<file path="config.mk">
export PLATFORM = sky130hd
export DESIGN_NAME = rq_quantizer
export DESIGN_NICKNAME = d
export VERILOG_FILES = /design/src/rtl/rq_pkg.sv /design/src/rtl/rq_front.sv /design/src/rtl/rq_divider.sv /design/src/rtl/rq_step_hold.sv /design/src/rtl/rq_quantizer.sv
export SDC_FILE = /design/constraint.sdc
export NUM_CORES = 1
export LEC_CHECK = 0
export CORE_ASPECT_RATIO = 1.5
export CORE_MARGIN = 2
export CORE_UTILIZATION = 37
export DETAILED_ROUTE_END_ITERATION = 10
export GPL_TIMING_DRIVEN = 0
export PLACE_DENSITY = 0.67
export SETUP_SLACK_MARGIN = 0.02
export SLEW_MARGIN = 20
export SYNTH_ARGS = -nofsm -noshare
export SYNTH_HDL_FRONTEND = slang
export SYNTH_SLANG_ARGS = --single-unit
</file>
<file path="constraint.sdc">
create_clock -name clk -period 6.6 [get_ports clk]
set_input_delay 1.32 -clock clk [delete_from_list [all_inputs] [get_ports clk]]
set_output_delay 1.32 -clock clk [all_outputs]
set_load 0.005 [all_outputs]
</file>
<file path="src/rtl/rq_pkg.sv">
package rq_pkg;

    typedef enum logic {
        ST_IDLE,
        ST_DIVIDE
    } rq_state_e;

    typedef enum logic {
        DV_IDLE,
        DV_RUN
    } rq_div_state_e;

endpackage

</file>
<file path="src/rtl/rq_front.sv">
module rq_front #(
    parameter int RES_W  = 16,
    parameter int STEP_W = 9,
    parameter int NUM_W  = RES_W + 1
) (
    input  logic signed [RES_W-1:0]  residual,
    input  logic        [STEP_W-1:0] step,
    output logic        [NUM_W-1:0]  num,
    output logic                     neg
);

    logic [RES_W-1:0] mag;

    always_comb begin
        neg = residual[RES_W-1];
        mag = neg ? (~residual + RES_W'(1)) : residual;
        num = NUM_W'(mag) + NUM_W'(step >> 1);
    end

endmodule

</file>
<file path="src/rtl/rq_divider.sv">
module rq_divider
    import rq_pkg::*;
#(
    parameter int NUM_W = 17,
    parameter int DEN_W = 9
) (
    input  logic             clk,
    input  logic             rst_n,
    input  logic             start,
    input  logic [NUM_W-1:0] num,
    input  logic [DEN_W-1:0] den,
    output logic             busy,
    output logic             done,
    output logic [NUM_W-1:0] quot
);

    localparam int CNT_W = $clog2(NUM_W + 1);

    rq_div_state_e      st_q, st_d;
    logic [CNT_W-1:0]   cnt_q;
    logic [DEN_W-1:0]   rem_q, den_q, rem_n;
    logic [NUM_W-1:0]   quo_q;
    logic [DEN_W:0]     wide;
    logic               fits;
    logic               done_q;
    logic               last_iter;

    assign last_iter = (cnt_q == CNT_W'(1));

    always_comb begin
        wide  = {rem_q, quo_q[NUM_W-1]};
        fits  = (wide >= {1'b0, den_q});
        rem_n = fits ? DEN_W'(wide - {1'b0, den_q}) : DEN_W'(wide);
    end

    always_comb begin
        st_d = st_q;
        unique case (st_q)
            DV_IDLE: if (start) st_d = DV_RUN;
            DV_RUN:  if (last_iter) st_d = DV_IDLE;
            default: st_d = DV_IDLE;
        endcase
    end

    always_ff @(posedge clk) begin
        if (!rst_n) st_q <= DV_IDLE;
        else        st_q <= st_d;
    end

    always_ff @(posedge clk) begin
        if (!rst_n) begin
            cnt_q  <= '0;
            rem_q  <= '0;
            den_q  <= DEN_W'(1);
            quo_q  <= '0;
            done_q <= 1'b0;
        end else begin
            unique case (st_q)
                DV_IDLE: begin
                    done_q <= 1'b0;
                    if (start) begin
                        rem_q <= '0;
                        quo_q <= num;
                        den_q <= den;
                        cnt_q <= CNT_W'(NUM_W);
                    end
                end
                DV_RUN: begin
                    rem_q  <= rem_n;
                    quo_q  <= {quo_q[NUM_W-2:0], fits};
                    cnt_q  <= cnt_q - CNT_W'(1);
                    done_q <= last_iter;
                end
                default: done_q <= 1'b0;
            endcase
        end
    end

    assign busy = (st_q == DV_RUN);
    assign done = done_q;
    assign quot = quo_q;

endmodule

</file>
<file path="src/rtl/rq_step_hold.sv">
module rq_step_hold #(
    parameter int STEP_W = 9
) (
    input  logic              clk,
    input  logic              rst_n,
    input  logic              idle,
    input  logic              finish,
    input  logic              load,
    input  logic [STEP_W-1:0] load_val,
    output logic [STEP_W-1:0] step
);

    logic              load_ok;
    logic              pend_q;
    logic [STEP_W-1:0] pend_val_q;
    logic [STEP_W-1:0] step_q;

    assign load_ok = load && (load_val != '0);

    always_ff @(posedge clk) begin
        if (!rst_n) begin
            step_q     <= STEP_W'(1);
            pend_q     <= 1'b0;
            pend_val_q <= STEP_W'(1);
        end else if (idle) begin
            pend_q <= 1'b0;
            if (load_ok) step_q <= load_val;
        end else if (finish) begin
            pend_q <= 1'b0;
            if (load_ok)     step_q <= load_val;
            else if (pend_q) step_q <= pend_val_q;
        end else if (load_ok) begin
            pend_q     <= 1'b1;
            pend_val_q <= load_val;
        end
    end

    assign step = step_q;

endmodule

</file>
<file path="src/rtl/rq_quantizer.sv">
module rq_quantizer
    import rq_pkg::*;
#(
    parameter int RES_W  = 16,
    parameter int STEP_W = 9
) (
    input  logic                     clk,
    input  logic                     rst_n,
    input  logic                     step_load,
    input  logic        [STEP_W-1:0] step_value,
    input  logic                     in_valid,
    input  logic signed [RES_W-1:0]  in_residual,
    output logic                     busy,
    output logic                     out_done,
    output logic signed [RES_W-1:0]  out_index,
    output logic signed [RES_W:0]    out_recon,
    output logic        [STEP_W-1:0] step_now
);

    localparam int NUM_W  = RES_W + 1;
    localparam int PROD_W = NUM_W + STEP_W + 2;

    rq_state_e           state_q, state_d;
    logic                accept;
    logic                div_busy, div_done;
    logic [NUM_W-1:0]    num_c, quot;
    logic                neg_c, neg_q;
    logic [STEP_W-1:0]   step_q, op_step_q;
    logic                is_idle;
    logic signed [NUM_W:0]  mag_s, idx_s;
    logic signed [PROD_W-1:0] prod_s;

    assign is_idle = (state_q == ST_IDLE);
    assign accept  = is_idle && in_valid && !div_busy;

    rq_front #(
        .RES_W  (RES_W),
        .STEP_W (STEP_W),
        .NUM_W  (NUM_W)
    ) u_front (
        .residual (in_residual),
        .step     (step_q),
        .num      (num_c),
        .neg      (neg_c)
    );

    rq_divider #(
        .NUM_W (NUM_W),
        .DEN_W (STEP_W)
    ) u_div (
        .clk   (clk),
        .rst_n (rst_n),
        .start (accept),
        .num   (num_c),
        .den   (step_q),
        .busy  (div_busy),
        .done  (div_done),
        .quot  (quot)
    );

    rq_step_hold #(
        .STEP_W (STEP_W)
    ) u_step (
        .clk      (clk),
        .rst_n    (rst_n),
        .idle     (is_idle),
        .finish   (div_done),
        .load     (step_load),
        .load_val (step_value),
        .step     (step_q)
    );

    always_comb begin
        state_d = state_q;
        unique case (state_q)
            ST_IDLE:   if (accept)   state_d = ST_DIVIDE;
            ST_DIVIDE: if (div_done) state_d = ST_IDLE;
            default:   state_d = ST_IDLE;
        endcase
    end

    always_ff @(posedge clk) begin
        if (!rst_n) state_q <= ST_IDLE;
        else        state_q <= state_d;
    end

    always_comb begin
        mag_s  = $signed({1'b0, quot});
        idx_s  = neg_q ? -mag_s : mag_s;
        prod_s = idx_s * $signed({1'b0, op_step_q});
    end

    always_ff @(posedge clk) begin
        if (!rst_n) begin
            neg_q     <= 1'b0;
            op_step_q <= STEP_W'(1);
            out_done  <= 1'b0;
            out_index <= '0;
            out_recon <= '0;
        end else begin
            out_done <= 1'b0;
            unique case (state_q)
                ST_IDLE: begin
                    if (accept) begin
                        neg_q     <= neg_c;
                        op_step_q <= step_q;
                    end
                end
                ST_DIVIDE: begin
                    if (div_done) begin
                        out_done  <= 1'b1;
                        out_index <= RES_W'(idx_s);
                        out_recon <= (RES_W+1)'(prod_s);
                    end
                end
                default: out_done <= 1'b0;
            endcase
        end
    end

    assign busy     = (state_q == ST_DIVIDE);
    assign step_now = step_q;

endmodule

</file>
* Word level (Yosys, flattened, before mapping)
Cells that the tools add are included.
** Operators by class
- $add $sub $neg :: 5
- Multiply operators :: 1
- Order comparisons :: 1
- Equality and inequality tests :: 4
- Multiplexer cells :: 21
- Bitwise operators :: 5
- Reductions and logical operators :: 13
** Operators by type and width (number)
- 2-to-1 mux 9 bit :: 7
- case mux 17 bit (2 select lines) :: 1
- multiplier 18 x 10 -> 17 bit :: 1
- 2-to-1 mux 18 bit :: 1
- negator 17 -> 18 bit :: 1
- case mux 9 bit (2 select lines) :: 1
- adder 16 x 8 -> 17 bit :: 1
- 2-to-1 mux 17 bit :: 1
- adder 16 x 2 -> 16 bit, second input constant :: 1
- 2-to-1 mux 16 bit :: 1
- NOT 16 bit :: 1
- >= comparator 10 x 9 -> 1 bit :: 1
- case mux 5 bit (2 select lines) :: 1
- nonzero test 9 bit :: 1
- subtractor 9 bit :: 1
- AND reduction 2 bit :: 4
- case mux 1 bit (2 select lines) :: 3
- AND reduction 3 bit :: 2
- == test 5 x 1 -> 1 bit, second input constant :: 1
- 2-to-1 mux 5 bit :: 1
- subtractor 5 x 1 -> 5 bit, second input constant :: 1
- 2-to-1 mux 1 bit :: 4
- NOT 1 bit :: 4
- logical AND 1 bit :: 3
- other kinds (6) :: 6
** Word-level totals
- Bits in registers :: 106
- Input port bits :: 29
- Output and inout port bits :: 44
- Word-level logic and storage cells :: 65

* Logic depth before layout (Yosys ltp)
Gate-level depths: netlist of the first run.
- Depth after elaboration :: 6
- Depth in mapped cells :: 26

* Hierarchy
A second synthesis of the first run with hierarchy kept.
** Unflattened totals
- Cells, all modules :: 1132
- Area, all modules :: 9631.7 µm²
** Modules (own cells, without submodules)
- rq_quantizer :: times used 1, cells an instance 607, area an instance 5393.9 µm², seq. area each 900.9 µm²
- rq_divider :: times used 1, cells an instance 295, area an instance 2349.8 µm², seq. area each 840.8 µm²
- rq_front :: times used 1, cells an instance 130, area an instance 957.2 µm², seq. area each 0.0 µm²
- rq_step_hold :: times used 1, cells an instance 100, area an instance 930.9 µm², seq. area each 380.4 µm²

* Worst setup path after synthesis of the first run
No wires, ideal clock.
- Kind :: reg2reg
- Start point :: register u_div.quo_q[0] (netlist: u_div.quot[0])
- End point :: register out_recon[16]
- Arrival time :: 6239 ps
- Data required time :: 6531 ps
- Path slack :: 292 ps
- Cell stages (with the launch flop) :: 24
- Clock period less this slack :: 6308 ps
- Cell sequence :: dfxtp_1 > clkbuf_1 > inv_1 > ha_1 > a21oi_1 > xor2_1 > nand2_1 > fa_1 > inv_1 > fa_1 > fa_1 > fa_1 > inv_1 > fa_1 > inv_1 > ha_1 > a21o_1 > a221oi_1 > nor2b_1 > a41o_1 > or2b_1 > a21oi_1 > xnor3_1 > o21ai_1
** Between the ends
- Cells in the longest elaborated chain, start to end :: 3
** RTL lines
- start, declared :: RTL line rq_divider.sv:22 : logic [NUM_W-1:0] quo_q;
- start signal, assigned :: RTL line rq_divider.sv:63 : quo_q <= num;
- start signal, assigned :: RTL line rq_divider.sv:70 : quo_q <= {quo_q[NUM_W-2:0], fits};
- negator 17 -> 18 bit :: RTL line rq_quantizer.sv:89 : idx_s = neg_q ? -mag_s : mag_s;
- 2-to-1 mux 18 bit (*) :: RTL line rq_quantizer.sv:89
- multiplier 18 x 10 -> 17 bit (*) :: RTL line rq_quantizer.sv:90 : prod_s = idx_s * $signed({1'b0, op_step_q});
- end signal, assigned :: RTL line rq_quantizer.sv:113 : out_recon <= (RES_W+1)'(prod_s);
- end, declared :: RTL line rq_quantizer.sv:16 : output logic signed [RES_W:0] out_recon,
Mark *: on every way between the ends. The rest lies on a longest branch, timed or not.
A chain may end at the register's enable or synchronous reset.

* Final worst setup path of the first run
- Start point :: register u_div.quo_q[2] (netlist: u_div.quot[2])
- End point :: register out_recon[16]
Same word-level chain as after synthesis.

==> reports/summary.json, run 1 <==
{
  "ys.flop_type": "sky130_fd_sc_hd__dfxtp_1",
  "switching_power_w": 0.000875,
  "depth_of_the_worst_register_to_register_path": 23,
  "startpoint_type": "flop",
  "synthesis_warnings": 0,
  "final_antenna_net_count": 0,
  "power_density_nw_per_um2": 207,
  "synth_top_cell_area_share": 0.235,
  "grt_util_all_layers": 0.206,
  "drt_pass1_iterations": 5,
  "routed_wl_mm": 27.0,
  "remaining_drc_errors": 0,
  "most_frequently_used_cell_type_in_the_post_synthesis_netlist": "sky130_fd_sc_hd__nand2_1",
  "floorplan.die_area_um2": 25700,
  "synth_async_sr_flop_share": 0,
  "worst_slack_on_hold_paths_ns": 0.447,
  "first_pass_grt_wire_length_mm": 42.0,
  "area.growth.synth_to_final_pct": 19.6,
  "seqPwrFrac": 0.337,
  "post_synth.cell_area_avg_um2": 8.16,
  "grt_pass1_vias": 8106,
  "p_int_w": 0.00136,
  "clock_tree.buffer_depth": 2,
  "synth_area_leader_cell": "sky130_fd_sc_hd__dfxtp_1",
  "clk_pin_slew_worst_paths_ns": 0.08,
  "multi_input_area_um2": 6430,
  "final_net_count": 1368,
  "sequential_cell_area_um2": 2130,
  "n_antenna_cell": 0,
  "hold_depth": 2,
  "cts_htree_levels": 3,
  "drive_above_1_share": 0.0661,
  "worstReg2RegStart": "u_div.quot[2]$_SDFFE_PN0P_",
  "synthCells": 1107,
  "cts_sinks": 106,
  "adder_and_majority_cell_fraction_of_the_synthesized_area": 0.243,
  "initialDrtViolationCount": 364,
  "gpl.final_weighted_congestion": 0.885,
  "synth_cell_types": 74,
  "grt_max_degree": 19,
  "compound_gate_fraction_of_synth_area": 0.150,
  "synthesis.nets": 1268,
  "status": "completed",
  "synth.top_cells.by_count": "175 x sky130_fd_sc_hd__nand2_1, 119 x sky130_fd_sc_hd__inv_1, 106 x sky130_fd_sc_hd__dfxtp_1",
  "synthesis.area_um2": 9040,
  "die_width_um": 132,
  "hold_path.startpoint": "u_step.pend_q$_SDFFE_PP0P_",
  "detailroute.via_count": 8147,
  "clkLatencyLatePin_ns": 0.37,
  "route.detailed.vias_per_inst": 5.31,
  "timing.critical_path.arrival_ns": 6.68,
  "crit_required_ns": 6.91,
  "path_class": "reg2reg",
  "synth_edf_count": 0,
  "report.final.setup_viol": 0,
  "final.setup_skew_ns": 0.0147,
  "ys_top_cells_by_area": "sky130_fd_sc_hd__dfxtp_1 23%, sky130_fd_sc_hd__fa_1 16%, sky130_fd_sc_hd__ha_1 8.2%, sky130_fd_sc_hd__nand2_1 7.3%, sky130_fd_sc_hd__inv_1 4.9%",
  "ctsRootBufferMaster": "sky130_fd_sc_hd__clkbuf_16",
  "overflow": 0,
  "timing.slew.headroom": 0.325,
  "drv_cap": 0,
  "power_frac_clock": 0.255,
  "core_region_area_um2": 24200,
  "final_core_utilization": 0.447,
  "synth_xor_xnor_area_share": 0.0612,
  "report.final.slew_viol_count": 0,
  "irDropWorstVdd_uv": 164,
  "timing_hold_violations_final": 0,
  "switching_share_of_power": 0.391,
  "min_period_ns": 6.37,
  "final_critical_path_share_of_the_clock_period": 0.965,
  "worst_r2r_end": "out_recon[16]$_SDFFE_PN0P_",
  "place.port_buffers": 70,
  "cts_inserted_buffers": 9,
  "worst-path-max-fanout": 6,
  "maxClockFrequency_mhz": 157,
  "post_route_setup_tns_ns": 0,
  "whs_endpoint": "u_step.pend_q$_SDFFE_PP0P_",
  "die_y_um": 195,
  "seq_area_frac_synth": 0.235,
  "synth_top_family_by_area": "adder cells",
  "pre_cts_ws_ns": -0.961,
  "finalWorstSetupSlack_ns": 0.230,
  "design_power_total_w": 0.00224,
  "clock_tree_from_tritoncts": "built",
  "share_of_synthesized_area_spent_on_multiplexers": 0.0179,
  "setup.reg_to_reg.worst_slack_ns": 0.23,
  "fillCellCount": 2475,
  "dp_hpwl_mm": 20.8,
  "initial_core_util": 0.374,
  "leakage_nw": 4.56,
  "synth-seq-cells": 106,
  "power_frac_comb": 0.408,
  "synthSimpleGateAreaFrac": 0.218,
  "hold_class": "reg2reg",
  "worst-slew-pin-transition_ns": 1.01,
  "wire_per_inst_um": 17.6,
  "antenna_found_initial": 0,
  "end_kind": "flop",
  "floorplan.rows": 70,
  "boundaryPins": 73
}
## critical path: stages, from the launching register on
cell and delay, ns:
sky130_fd_sc_hd__dfxtp_4 0.39, sky130_fd_sc_hd__nor4_4 0.35, sky130_fd_sc_hd__buf_4 0.21, sky130_fd_sc_hd__a31oi_2 0.11
sky130_fd_sc_hd__xor2_2 0.17, sky130_fd_sc_hd__buf_4 0.16, sky130_fd_sc_hd__nand2_1 0.08, sky130_fd_sc_hd__fa_1 0.52
sky130_fd_sc_hd__inv_1 0.07, sky130_fd_sc_hd__fa_1 0.53, sky130_fd_sc_hd__fa_1 0.47, sky130_fd_sc_hd__fa_1 0.56
sky130_fd_sc_hd__inv_1 0.06, sky130_fd_sc_hd__fa_1 0.53, sky130_fd_sc_hd__inv_1 0.05, sky130_fd_sc_hd__ha_1 0.36
sky130_fd_sc_hd__and3_4 0.19, sky130_fd_sc_hd__a221oi_2 0.30, sky130_fd_sc_hd__nor2b_1 0.09, sky130_fd_sc_hd__a41o_1 0.26
sky130_fd_sc_hd__or2b_1 0.26, sky130_fd_sc_hd__a21oi_2 0.16, sky130_fd_sc_hd__xnor3_2 0.30, sky130_fd_sc_hd__o21ai_1 0.12
## kinds of logic after synthesis
logic type,Yosys count
AOI/OAI and AO/OA,207
and+or+nand+nor,418
muxes,16
xor gates and xnor gates,56
DFF,106
buffers and inverters,172
adders and majority gates,132
## flip-flops by register name, summed over array words and instances (netlist names), 5 cells and up
| signal | cells |
|---|---|
| u_step.step | 9 |
| u_div.rem_q | 9 |
| u_div.quot | 17 |
| op_step_q | 9 |
| out_recon | 17 |
| u_step.pend_val_q | 9 |
| out_index | 16 |
| u_div.cnt_q | 5 |
| u_div.den_q | 9 |
## power groups by stage
stage	Sequential, W	Clock [W]	Combinational (W)
final	0.000755	0.000572	0.000912
after global routing	0.000760	0.000597	0.00100
after CTS	0.000749	0.000574	0.000870
after detailed placement	0.000759	0	0.000821
after global placement	0.000757	0	0.000810
after floorplan	0.000738	0	0.000587
## per-stage QoR
step                      area, um^2  std cells
after floorplan                 9040       1107
after detailed placement       10100       1501
after CTS                      10700       1527
after global routing           10800       1535
final                          10800       1535
after global placement         10100       1501
## layer usage
metal	up-vias	global-route usage	wire length [um]
li1	3891	-	-
met1	3964	0.218	9980
met2	228	0.401	14700
met3	64	0.0223	1160
met4	0	0.102	1130
met5	-	0	0
## cell usage in the layout, fill, tap and decap left out, drive strengths merged, types with 4 or more instances in the layout
cell and n:
a211oi 13, a21boi 4, a21o 10, a21oi 70
a311oi 13, a31oi 6, and2 29, and3 8
buf 25, clkbuf 54, clkdlybuf4s50 70, dfxtp 106
fa 73, ha 59, inv 122, mux2i 15
nand2 176, nand2b 18, nand3 21, nor2 84
nor2b 22, nor3 26, nor4 6, o211a 4
o211ai 8, o21a 5, o21ai 30, o21bai 5
o22ai 5, o31ai 11, or3 6, xnor2 40
xnor3 4, xor2 12
## worst max-delay path by stage
stage / start / end / slack (ns) / cells after the start
after floorplan: u_div.quot[0]$_SDFFE_PN0P_ / out_recon[16]$_SDFFE_PN0P_ / 0.29 / 23
after global placement: u_div.quot[0]$_SDFFE_PN0P_ / out_recon[16]$_SDFFE_PN0P_ / -0.93 / 24
after detailed placement: u_div.quot[0]$_SDFFE_PN0P_ / out_recon[16]$_SDFFE_PN0P_ / -0.96 / 24
after CTS: u_div.quot[0]$_SDFFE_PN0P_ / out_recon[16]$_SDFFE_PN0P_ / 0.07 / 25
after global routing: u_div.quot[0]$_SDFFE_PN0P_ / out_recon[16]$_SDFFE_PN0P_ / -0.007 / 25
final: u_div.quot[2]$_SDFFE_PN0P_ / out_recon[16]$_SDFFE_PN0P_ / 0.23 / 23
## layout make-up
cell class,instances,area share
sequential,106,0.197
tap,324,0.0375
inverter,121,0.0420
timing repair buffer,89,0.0784
clock inverter,6,0.00706
multi-input combinational,829,0.595
clock buffer,9,0.0208
buffer,51,0.0220
## what timing repair did
action,4_1_cts,5_1_grt
setup buffers,11,8
endpoints found under the setup margin,6,1
hold buffers,0,0
pin swaps,6,10
gates resized for setup,22,22
cloned,0,0
Note: power is estimated with default switching activity, not from simulation.
==> inputs of run 2 (changes only) <==
--- a/config.mk
+++ b/config.mk
@@ -7,10 +7,10 @@
 export LEC_CHECK = 0
 export CORE_ASPECT_RATIO = 1.5
 export CORE_MARGIN = 2
-export CORE_UTILIZATION = 37
+export CORE_UTILIZATION = 54
 export DETAILED_ROUTE_END_ITERATION = 10
 export GPL_TIMING_DRIVEN = 0
-export PLACE_DENSITY = 0.67
+export PLACE_DENSITY = 0.88
 export SETUP_SLACK_MARGIN = 0.02
 export SLEW_MARGIN = 20
 export SYNTH_ARGS = -nofsm -noshare
==> reports/summary.json, run 2 (synthesis results as in run 1) <==
{
  "report.final.slew_viol_count": 0,
  "dp_hpwl_mm": 19.6,
  "timing.slew.headroom": 0.345,
  "placedInstanceArea_um2": 10000,
  "worst_slack_on_hold_paths_ns": 0.448,
  "clkLatencyLatePin_ns": 0.36,
  "min_period_ns": 6.43,
  "maxClockFrequency_mhz": 155,
  "clock_tree.buffer_depth": 2,
  "path_class": "reg2reg",
  "timing_hold_violations_final": 0,
  "report.final.setup_viol": 0,
  "critical_path.slowest_cell": "sky130_fd_sc_hd__fa_1",
  "pre_cts_ws_ns": -0.818,
  "final_antenna_net_count": 0,
  "area.growth.synth_to_final_pct": 17.6,
  "slowest_delay_ns": 0.54,
  "startpoint_type": "flop",
  "initialDrtViolationCount": 788,
  "floorplan.die_area_um2": 17800,
  "leakage_nw": 4.53,
  "initial_core_util": 0.556,
  "die_width_um": 110,
  "routed_wl_mm": 27.5,
  "drv_cap": 0,
  "mostFrequentLayoutCell": "sky130_fd_sc_hd__nand2_1",
  "die_y_um": 162,
  "detailroute.via_count": 8763,
  "post_route_setup_tns_ns": 0,
  "post-place-cells": 1383,
  "critPathBufInv": 7,
  "layout_common_cells": "174 x sky130_fd_sc_hd__nand2_1, 119 x sky130_fd_sc_hd__inv_1, 101 x sky130_fd_sc_hd__dfxtp_1",
  "final_net_count": 1365,
  "worst-slew-pin-transition_ns": 0.977,
  "clk_pin_slew_worst_paths_ns": 0.08,
  "final_design_area_no_fill_um2": 10600,
  "final_critical_path_share_of_the_clock_period": 0.974,
  "cts_htree_levels": 3,
  "crit_required_ns": 6.89,
  "core_region_area_um2": 16300,
  "place.port_buffers": 70,
  "ctsRootBufferMaster": "sky130_fd_sc_hd__clkbuf_16",
  "n_antenna_cell": 0,
  "worst-path-max-fanout": 10,
  "floorplan.rows": 57,
  "first_pass_grt_wire_length_mm": 43.3,
  "route.detailed.vias_per_inst": 6.19,
  "layout.cells.non_filler": 1415,
  "antenna_found_initial": 0,
  "cts_sinks": 106,
  "grt_max_degree": 21,
  "gpl.final_weighted_congestion": 0.957,
  "irDropWorstVdd_uv": 139,
  "hold_class": "reg2reg",
  "final.setup_skew_ns": 0.0132,
  "grt_util_all_layers": 0.313,
  "cp_top_family": "adder cells",
  "drive_above_1_share": 0.0653,
  "wire_per_inst_um": 19.4,
  "end_kind": "flop",
  "power_density_nw_per_um2": 210,
  "overflow": 0,
  "drt_pass1_iterations": 6,
  "grt_pass1_vias": 8930,
  "timing.critical_path.arrival_ns": 6.72,
  "boundaryPins": 73,
  "remaining_drc_errors": 0,
  "status": "completed",
  "cts_inserted_buffers": 9,
  "clock_tree_from_tritoncts": "built",
  "finalWorstSetupSlack_ns": 0.169
}
## run 2: cell types whose count changed in the layout (fill, tap and decap cells not counted), sizes merged
| cell | previous run | this run |
|---|---|---|
| clkinvlp | 1 | 0 |
| bufinv | 1 | 0 |
| clkinv | 3 | 5 |
| buf | 25 | 22 |
| inv | 122 | 123 |
## run 2: stage by stage
step                utilization  power, W
floorplan                     -   0.00132
global placement          0.615   0.00154
detailed placement        0.615   0.00156
CTS                       0.646   0.00215
global route              0.654   0.00232
finish                    0.654   0.00223
## run 2: routing by layer
| layer | wire (um) | vias up | global-route usage | share of wire |
|---|---|---|---|---|
| li1 | - | 3874 | - | - |
| met1 | 9100 | 4115 | 0.328 | 0.33 |
| met2 | 14200 | 598 | 0.558 | 0.52 |
| met3 | 2240 | 176 | 0.0572 | 0.081 |
| met4 | 1980 | 0 | 0.202 | 0.072 |
| met5 | 0 | - | 0 | 0 |
## run 2: final timing paths
check	depth (start not counted)	from	slack, ns	to
worst min register to register	2	u_step.pend_q$_SDFFE_PP0P_	0.45	u_step.pend_q$_SDFFE_PP0P_
worst max-delay path	26	u_div.quot[0]$_SDFFE_PN0P_	0.17	out_recon[16]$_SDFFE_PN0P_
worst max register to register	26	u_div.quot[0]$_SDFFE_PN0P_	0.17	out_recon[16]$_SDFFE_PN0P_
worst min-delay path	2	u_step.pend_q$_SDFFE_PP0P_	0.45	u_step.pend_q$_SDFFE_PP0P_
## run 2: cell type report
class / instances / area [um^2]
inverters: 121 / 454
repair buffers: 86 / 825
plain buffers: 51 / 234
multi-input cells: 829 / 6430
clock buffers: 9 / 225
well taps: 206 / 258
fillers: 1223 / 5630
flip-flops and latches: 106 / 2140
clock inverters: 7 / 67.6
## run 2: power by group
group	internal, W	leakage (nW)	total (W)	switching, W
Clock	0.000266	0.145	0.000548	0.000282
Sequential	0.000687	0.866	0.000755	0.0000683
Combinational	0.000374	3.52	0.000927	0.000553
## run 2: timing repair
item	CTS	global route
resized for setup	20	25
setup buffers	13	3
hold endpoints to repair	0	0
hold buffers	0	0
setup endpoints to repair	6	1
pin swaps	7	10
## run 2: worst reg2reg max path: stages (launching register included)
cell and delay, ns:
sky130_fd_sc_hd__dfxtp_4 0.40, sky130_fd_sc_hd__buf_4 0.18, sky130_fd_sc_hd__inv_1 0.07, sky130_fd_sc_hd__ha_2 0.25, sky130_fd_sc_hd__nand2_1 0.08, sky130_fd_sc_hd__nand2_1 0.14, sky130_fd_sc_hd__xnor2_4 0.26, sky130_fd_sc_hd__buf_4 0.17
sky130_fd_sc_hd__buf_4 0.16, sky130_fd_sc_hd__nand2_1 0.09, sky130_fd_sc_hd__fa_1 0.51, sky130_fd_sc_hd__fa_1 0.53, sky130_fd_sc_hd__inv_1 0.05, sky130_fd_sc_hd__ha_1 0.30, sky130_fd_sc_hd__fa_1 0.54, sky130_fd_sc_hd__inv_1 0.05
sky130_fd_sc_hd__fa_1 0.53, sky130_fd_sc_hd__inv_1 0.04, sky130_fd_sc_hd__ha_1 0.33, sky130_fd_sc_hd__o21ai_0 0.12, sky130_fd_sc_hd__o21bai_1 0.11, sky130_fd_sc_hd__a31o_1 0.29, sky130_fd_sc_hd__a41o_1 0.27, sky130_fd_sc_hd__or2b_1 0.25
sky130_fd_sc_hd__a21oi_2 0.20, sky130_fd_sc_hd__xnor3_2 0.32, sky130_fd_sc_hd__o21ai_1 0.13
